==> config.mk <==
export PLATFORM = sky130hd
export DESIGN_NAME = gain_cal_seq
export DESIGN_NICKNAME = d
export VERILOG_FILES = /design/src/rtl/gcal_pkg.sv /design/src/rtl/cal_accum.sv /design/src/rtl/cal_divider.sv /design/src/rtl/gain_cal_seq.sv
export SDC_FILE = /design/constraint.sdc
export NUM_CORES = 1
export LEC_CHECK = 0
export BUFFER_PORTS_ARGS = -buffer_cell sky130_fd_sc_hd__buf_2
export CAP_MARGIN = 20
export CORE_MARGIN = 5
export CORE_UTILIZATION = 48
export DETAILED_ROUTE_END_ITERATION = 8
export GPL_TIMING_DRIVEN = 0
export PLACE_DENSITY = 0.73
export REMOVE_ABC_BUFFERS = 1
export SLEW_MARGIN = 30
export SYNTH_ARGS = -nofsm -noshare
export SYNTH_HDL_FRONTEND = slang
export SYNTH_SLANG_ARGS = --single-unit
==> constraint.sdc <==
create_clock -name clk -period 9.9 [get_ports clk]
set_clock_uncertainty 0.1 [all_clocks]
set_input_delay 0.99 -clock clk [delete_from_list [all_inputs] [get_ports clk]]
set_output_delay 0.99 -clock clk [all_outputs]
set_load 0.01 [all_outputs]
==> src/rtl/gcal_pkg.sv <==
package gcal_pkg;
    localparam logic [7:0] CAL_OPCODE = 8'hCA;

    typedef enum logic [2:0] {
        S_IDLE,
        S_UNITY,
        S_ACCUM,
        S_PICK,
        S_DIV,
        S_STORE,
        S_FINISH
    } cal_state_t;
endpackage

==> src/rtl/cal_accum.sv <==
module cal_accum #(
    parameter int NCH = 4,
    parameter int DW  = 16,
    parameter int AW  = 24
) (
    input  logic              clk,
    input  logic              rst_n,
    input  logic              clr,
    input  logic              en,
    input  logic [NCH*DW-1:0] sample_flat,
    output logic [NCH*AW-1:0] sum_flat
);
    for (genvar i = 0; i < NCH; i++) begin : g_ch
        logic [AW-1:0] sum_q;

        always_ff @(posedge clk or negedge rst_n) begin
            if (!rst_n) begin
                sum_q <= '0;
            end else if (clr) begin
                sum_q <= '0;
            end else if (en) begin
                sum_q <= sum_q + {{(AW-DW){1'b0}}, sample_flat[i*DW +: DW]};
            end
        end

        assign sum_flat[i*AW +: AW] = sum_q;
    end
endmodule

==> src/rtl/cal_divider.sv <==
module cal_divider #(
    parameter int NW  = 38,
    parameter int DVW = 24
) (
    input  logic           clk,
    input  logic           rst_n,
    input  logic           start,
    input  logic [NW-1:0]  dividend,
    input  logic [DVW-1:0] divisor,
    output logic           done,
    output logic [NW-1:0]  quotient
);
    localparam int CNTW = $clog2(NW + 1);

    logic [DVW-1:0]  rem_q;
    logic [NW-1:0]   quo_q;
    logic [CNTW-1:0] cnt_q;
    logic            run_q;
    logic            done_q;
    logic [DVW:0]    shifted;
    logic [DVW:0]    diff;
    logic            ge;

    always_comb begin
        shifted = {rem_q, quo_q[NW-1]};
        ge      = shifted >= {1'b0, divisor};
        diff    = shifted - {1'b0, divisor};
    end

    always_ff @(posedge clk or negedge rst_n) begin
        if (!rst_n) begin
            rem_q  <= '0;
            quo_q  <= '0;
            cnt_q  <= '0;
            run_q  <= 1'b0;
            done_q <= 1'b0;
        end else begin
            done_q <= 1'b0;
            if (start) begin
                rem_q <= '0;
                quo_q <= dividend;
                cnt_q <= CNTW'(NW);
                run_q <= 1'b1;
            end else if (run_q) begin
                rem_q <= ge ? diff[DVW-1:0] : shifted[DVW-1:0];
                quo_q <= {quo_q[NW-2:0], ge};
                cnt_q <= cnt_q - 1'b1;
                if (cnt_q == CNTW'(1)) begin
                    run_q  <= 1'b0;
                    done_q <= 1'b1;
                end
            end
        end
    end

    assign done     = done_q;
    assign quotient = quo_q;


    nonzero_divisor_chk: assert property (@(posedge clk) disable iff (!rst_n)
        start |-> divisor != '0);


    rem_bound_chk: assert property (@(posedge clk) disable iff (!rst_n)
        run_q |-> rem_q < divisor);
endmodule

==> src/rtl/gain_cal_seq.sv <==
module gain_cal_seq #(
    parameter int NCH  = 4,
    parameter int DW   = 16,
    parameter int GW   = 16,
    parameter int FRAC = 14,
    parameter int CW   = 8
) (
    input  logic              clk,
    input  logic              rst_n,
    input  logic              cmd_we,
    input  logic [23:0]       cmd_wdata,
    output logic [23:0]       cmd_q,
    input  logic [NCH*DW-1:0] target_flat,
    input  logic [CW-1:0]     cal_cycles,
    input  logic              rms_valid,
    input  logic [NCH*DW-1:0] rms_flat,
    output logic [NCH*GW-1:0] gain_flat,
    output logic              busy,
    output logic              done
);
    import gcal_pkg::*;

    localparam int AW  = DW + CW;
    localparam int NW  = AW + FRAC;
    localparam int CHW = (NCH > 1) ? $clog2(NCH) : 1;
    localparam logic [GW-1:0] UNITY = GW'(1) << FRAC;

    cal_state_t state, nstate;

    logic [23:0]     cmd_r;
    logic [GW-1:0]   gain_q [NCH];
    logic [GW-1:0]   prev_q [NCH];
    logic [CW-1:0]   ncyc_q;
    logic [CW-1:0]   cyc_cnt;
    logic [CHW-1:0]  ch_q;
    logic            done_q;

    logic [NCH-1:0]    sel;
    logic [NCH*AW-1:0] sum_flat;
    logic [AW-1:0]     cur_sum;
    logic [DW-1:0]     cur_tgt;
    logic [AW-1:0]     tgt_x_n;
    logic [NW-1:0]     dividend;
    logic [NW-1:0]     quotient;
    logic              div_done;
    logic              div_start;
    logic              acc_clr;
    logic              acc_en;
    logic              last_ch;
    logic              overflow;
    logic              cur_sel;
    logic              cur_zero;

    always_comb begin
        sel       = cmd_r[NCH-1:0];
        cur_sum   = sum_flat[ch_q*AW +: AW];
        cur_tgt   = target_flat[ch_q*DW +: DW];
        tgt_x_n   = {{CW{1'b0}}, cur_tgt} * {{DW{1'b0}}, ncyc_q};
        dividend  = {tgt_x_n, {FRAC{1'b0}}};
        last_ch   = ch_q == CHW'(NCH - 1);
        overflow  = |quotient[NW-1:GW];
        cur_sel   = sel[ch_q];
        cur_zero  = cur_sum == '0;
        div_start = (state == S_PICK) && cur_sel && !cur_zero;
        acc_clr   = state == S_UNITY;
        acc_en    = (state == S_ACCUM) && rms_valid;
        busy      = (state != S_IDLE) || (cmd_r[23:16] == CAL_OPCODE);
    end

    cal_accum #(.NCH(NCH), .DW(DW), .AW(AW)) i_accum (
        .clk         (clk),
        .rst_n       (rst_n),
        .clr         (acc_clr),
        .en          (acc_en),
        .sample_flat (rms_flat),
        .sum_flat    (sum_flat)
    );

    cal_divider #(.NW(NW), .DVW(AW)) i_div (
        .clk      (clk),
        .rst_n    (rst_n),
        .start    (div_start),
        .dividend (dividend),
        .divisor  (cur_sum),
        .done     (div_done),
        .quotient (quotient)
    );

    // State register
    always_ff @(posedge clk or negedge rst_n) begin
        if (!rst_n) state <= S_IDLE;
        else        state <= nstate;
    end

    // Next-state logic
    always_comb begin
        nstate = state;
        unique case (state)
            S_IDLE:   if (cmd_r[23:16] == CAL_OPCODE) nstate = S_UNITY;
            S_UNITY:  nstate = S_ACCUM;
            S_ACCUM:  if (rms_valid && (cyc_cnt == ncyc_q - CW'(1))) nstate = S_PICK;
            S_PICK: begin
                if (cur_sel && !cur_zero) nstate = S_DIV;
                else if (last_ch)         nstate = S_FINISH;
            end
            S_DIV:    if (div_done) nstate = S_STORE;
            S_STORE:  nstate = last_ch ? S_FINISH : S_PICK;
            S_FINISH: nstate = S_IDLE;
            default:  nstate = S_IDLE;
        endcase
    end

    // Datapath and outputs
    always_ff @(posedge clk or negedge rst_n) begin
        if (!rst_n) begin
            cmd_r   <= '0;
            ncyc_q  <= '0;
            cyc_cnt <= '0;
            ch_q    <= '0;
            done_q  <= 1'b0;
            for (int i = 0; i < NCH; i++) begin
                gain_q[i] <= UNITY;
                prev_q[i] <= UNITY;
            end
        end else begin
            done_q <= 1'b0;
            if (cmd_we && !busy) cmd_r <= cmd_wdata;
            unique case (state)
                S_IDLE: ;
                S_UNITY: begin
                    for (int i = 0; i < NCH; i++) begin
                        prev_q[i] <= gain_q[i];
                        if (sel[i]) gain_q[i] <= UNITY;
                    end
                    ncyc_q  <= (cal_cycles == '0) ? CW'(1) : cal_cycles;
                    cyc_cnt <= '0;
                    ch_q    <= '0;
                end
                S_ACCUM: if (rms_valid) cyc_cnt <= cyc_cnt + CW'(1);
                S_PICK: begin
                    if (cur_sel && cur_zero) gain_q[ch_q] <= prev_q[ch_q];
                    if (!(cur_sel && !cur_zero) && !last_ch) ch_q <= ch_q + CHW'(1);
                end
                S_DIV: ;
                S_STORE: begin
                    if (overflow) begin
                        gain_q[ch_q] <= prev_q[ch_q];
                    end else begin
                        gain_q[ch_q] <= quotient[GW-1:0];
                        cmd_r[ch_q]  <= 1'b0;
                    end
                    if (!last_ch) ch_q <= ch_q + CHW'(1);
                end
                S_FINISH: begin
                    cmd_r[23:16] <= 8'h00;
                    done_q       <= 1'b1;
                end
                default: ;
            endcase
        end
    end

    assign cmd_q = cmd_r;
    assign done  = done_q;
    for (genvar i = 0; i < NCH; i++) begin : g_out
        assign gain_flat[i*GW +: GW] = gain_q[i];


        unity_hold_chk: assert property (@(posedge clk) disable iff (!rst_n)
            (state == S_ACCUM && cmd_r[i]) |-> gain_q[i] == UNITY);


        fail_restore_chk: assert property (@(posedge clk) disable iff (!rst_n)
            (state == S_STORE && ch_q == CHW'(i) && overflow)
            |=> (cmd_r[i] && gain_q[i] == $past(prev_q[i])));
    end


    done_clears_op_chk: assert property (@(posedge clk) disable iff (!rst_n)
        done |-> cmd_r[23:16] == 8'h00);


    done_pulse_chk: assert property (@(posedge clk) disable iff (!rst_n)
        done |=> !done);


    busy_hold_chk: assert property (@(posedge clk) disable iff (!rst_n)
        (cmd_we && busy && state != S_FINISH) |=> $stable(cmd_r[23:NCH]));


    cycle_window_chk: assert property (@(posedge clk) disable iff (!rst_n)
        (state == S_ACCUM) |-> (ncyc_q != '0 && cyc_cnt < ncyc_q));
endmodule

==> flow_summary.yaml <==
global_route:
  grt_max_degree: 93
  grt_pass1_vias: 20100
  antenna_found_initial: 1
  track_usage: 0.231
  grt_first_pass_wirelength_um: 103000
  overflow: 0
placement:
  placedInstanceArea_um2: 26100
  place_congestion: 0.922
  dp_cells: 3387
  hpwlAfterDp_um: 47300
  port_buffers: 253
layout:
  design_area_um2: 27400
  drive_above_1_share: 0.156
  finalNetCount: 3155
  n_fill_cell: 4202
  regArea_um2: 8530
  multi_input_area_um2: 14500
  syn_to_final_growth_pct: 14.2
  final_util: 0.557
  instances_no_fill: 3452
cts:
  cts_sinks: 340
  cts-htree-levels: 2
  clock_latency_ns: 0.54
  clockBufferDepth: 3
  cts_buffers: 37
  root_buffer: "clkbuf_16"
  clkTransAtPathRegs_ns: 0.06
  ctsHoldBuffers: 0
  postCtsSetupRepairBufs: 0
  cts_tree: "built"
  ctsResizeCount: 0
route:
  vias_per_cell: 5.75
  wire_per_inst_um: 18.6
  dr.pass1.iters: 8
  drt_iter0_markers: 1303
  drc: 0
  dr_total_vias: 19800
  drt_wl_total_um: 64200
  drtAntennaViolNets: 0
floorplanning:
  num_rows: 81
  pin_count: 254
  start_util: 0.487
  die_area_um2: 54500
  core_um2: 49200
  die_h_um: 233
  die_x_um: 233
critical_path:
  reg2reg_depth: 18
  r2r_setup_slack_ns: 3.50
  required_ns: 10.23
  r2r-start: "ch_q[0]"
  path_class: "register to register"
  r2r-end: "i_div.quotient[36]"
  end_kind: "register"
  worstPathArrival_ns: 6.73
  worstPathMaxFanout: 30
  cp-start-kind: "register"
timing:
  hold_violations: 0
  period_share: 0.646
  rsz0062_at_grt: "no"
  final.setup.tns_ns: 0
  drv_slew: 0
  worst_pin_slew_ns: 0.953
  fin_crit_ns: 6.40
  setup_viol_count_final: 0
  timing.slew.headroom: 0.363
  max_clock_freq_mhz: 156
logic_synthesis:
  synthArstFlopShare: 1.00
  synth_edf_count: 0
  ys_ff_latch: 340
  yosys_most_used_dff: "dfrtp_1"
  syn_avg_cell_area_um2: 9.33
  seq_area_frac_synth: 0.356
  synth_cells: 2567
  synthesis.area_um2: 24000
  ys_warn_count: 0
  ys_types: 74
power_and_ir_drop:
  power_density_nw_per_um2: 314
  irDropWorstVdd_uv: 261
  leakagePower_nw: 13.2
outcome:
  outcome: "finished clean"
job:
  cap_viol_max_count: 0
worst_hold_path:
  hold_path_class: "input pin to async pin"
==> cells in the mapped netlist, drive strengths merged (19+ instances only) <==
| master | n | share of area |
|---|---|---|
| a21o | 48 | 0.015 |
| a211oi | 39 | 0.012 |
| nand2 | 449 | 0.070 |
| nand4 | 19 | 0.0050 |
| clkbuf | 86 | 0.013 |
| nor4 | 19 | 0.0050 |
| buf | 29 | 0.0056 |
| nand3 | 48 | 0.010 |
| xor2 | 78 | 0.029 |
| xnor2 | 48 | 0.018 |
| dfrtp | 332 | 0.35 |
| mux4 | 57 | 0.054 |
| fa | 89 | 0.074 |
| mux2i | 64 | 0.027 |
| nor2 | 156 | 0.024 |
| nor3 | 46 | 0.0096 |
| o21ai | 183 | 0.038 |
| and2 | 116 | 0.030 |
| a21oi | 82 | 0.017 |
| o211ai | 19 | 0.0068 |
| ha | 140 | 0.073 |
| inv | 168 | 0.026 |
==> how the worst max path moves through the flow <==
stage,startpoint,to,slack (ns)
2_1_floorplan,ch_q[0],i_div.quotient[35],2.41
3_3_place_gp,state[0],i_accum.g_ch[3].sum_q[23],0.42
3_5_place_dp,target_flat[52],i_div.quotient[36],3.47
4_1_cts,ch_q[0],i_div.quotient[36],3.45
5_1_grt,ch_q[0],i_div.quotient[36],3.12
6_report,ch_q[0],i_div.quotient[36],3.50
==> kinds of logic after synthesis <==
logic type,synth area share
compound gates,0.135
xor+xnor,0.0461
fa+ha+maj,0.147
buf+inv,0.0454
flops,0.356
mux,0.0878
simple gates,0.183
==> worst max-delay path: stages (launching register included) <==
cell and delay (ns):
dfrtp_4 0.65, buf_12 0.25, buf_16 0.25, mux4_2 0.65, and2_1 0.23, fa_1 0.51
fa_1 0.53, fa_1 0.51, inv_1 0.05, fa_1 0.47, inv_1 0.04, ha_1 0.37
a22o_1 0.24, o41ai_1 0.30, o21ai_0 0.25, nand4_1 0.16, a41oi_1 0.19, a21o_1 0.23
a211oi_1 0.22
==> layout by cell type (no fill, tap or decap), drive strengths merged, types with 13 or more instances in the layout <==
cell,instances
nand2,449
dfrtp,332
buf,271
o21ai,183
inv,169
nor2,156
ha,140
and2,116
fa,89
a21oi,82
xor2,78
mux2i,64
mux4,57
clkbuf,55
nand3,48
a21o,48
xnor2,48
nor3,46
a211oi,39
nand4,19
nor4,19
o211ai,19
nor2b,18
and3,18
nand2b,17
mux2,16
a31oi,15
or3,13
a22oi,13
o21a,13
==> layer usage <==
metal | wire length, um | vias up | GRT usage | share of wire
li1 | - | 9303 | - | -
met1 | 26800 | 9811 | 0.303 | 0.42
met2 | 32100 | 604 | 0.401 | 0.50
met3 | 3270 | 129 | 0.0242 | 0.051
met4 | 2090 | 0 | 0.0822 | 0.033
met5 | 0 | - | 0 | 0
==> flip-flops by register name, summed over array words and instances, names as in the netlist <==
| signal | cells |
|---|---|
| ch_q | 2 |
| cmd_q | 24 |
| cyc_cnt | 8 |
| done | 1 |
| gain_flat | 64 |
| i_accum.g_ch.sum_q | 96 |
| i_div.cnt_q | 6 |
| i_div.done | 1 |
| i_div.quotient | 38 |
| i_div.rem_q | 24 |
| i_div.run_q | 1 |
| ncyc_q | 8 |
| prev_q | 64 |
| state | 3 |
==> per-stage QoR <==
| step | setup slack [ns] | hold WS [ns] | total power, W |
|---|---|---|---|
| 2_1_floorplan | 2.41 | 0.341 | 0.00595 |
| 3_3_place_gp | 0.421 | 0.352 | 0.00696 |
| 5_1_grt | 3.12 | 0.296 | 0.00939 |
| 4_1_cts | 3.45 | 0.273 | 0.00859 |
| 6_report | 3.50 | 0.280 | 0.00860 |
| 3_5_place_dp | 3.47 | 0.358 | 0.00714 |
==> power by group <==
part | internal [W] | total [W] | switching [W]
Combinational | 0.00234 | 0.00537 | 0.00302
Sequential | 0.00159 | 0.00185 | 0.000264
Clock | 0.000802 | 0.00138 | 0.000573
==> final cells by class <==
cell class	instances	share of cell area
Antenna cell	1	0.0000915
Clock buffer	55	0.0389
Clock inverter	9	0.00467
Inverter	168	0.0231
Multi-Input combinational cell	1944	0.529
Sequential cell	340	0.312
Tap cell	664	0.0304
Timing Repair Buffer	271	0.0617
(Power assumes the default switching activity.)
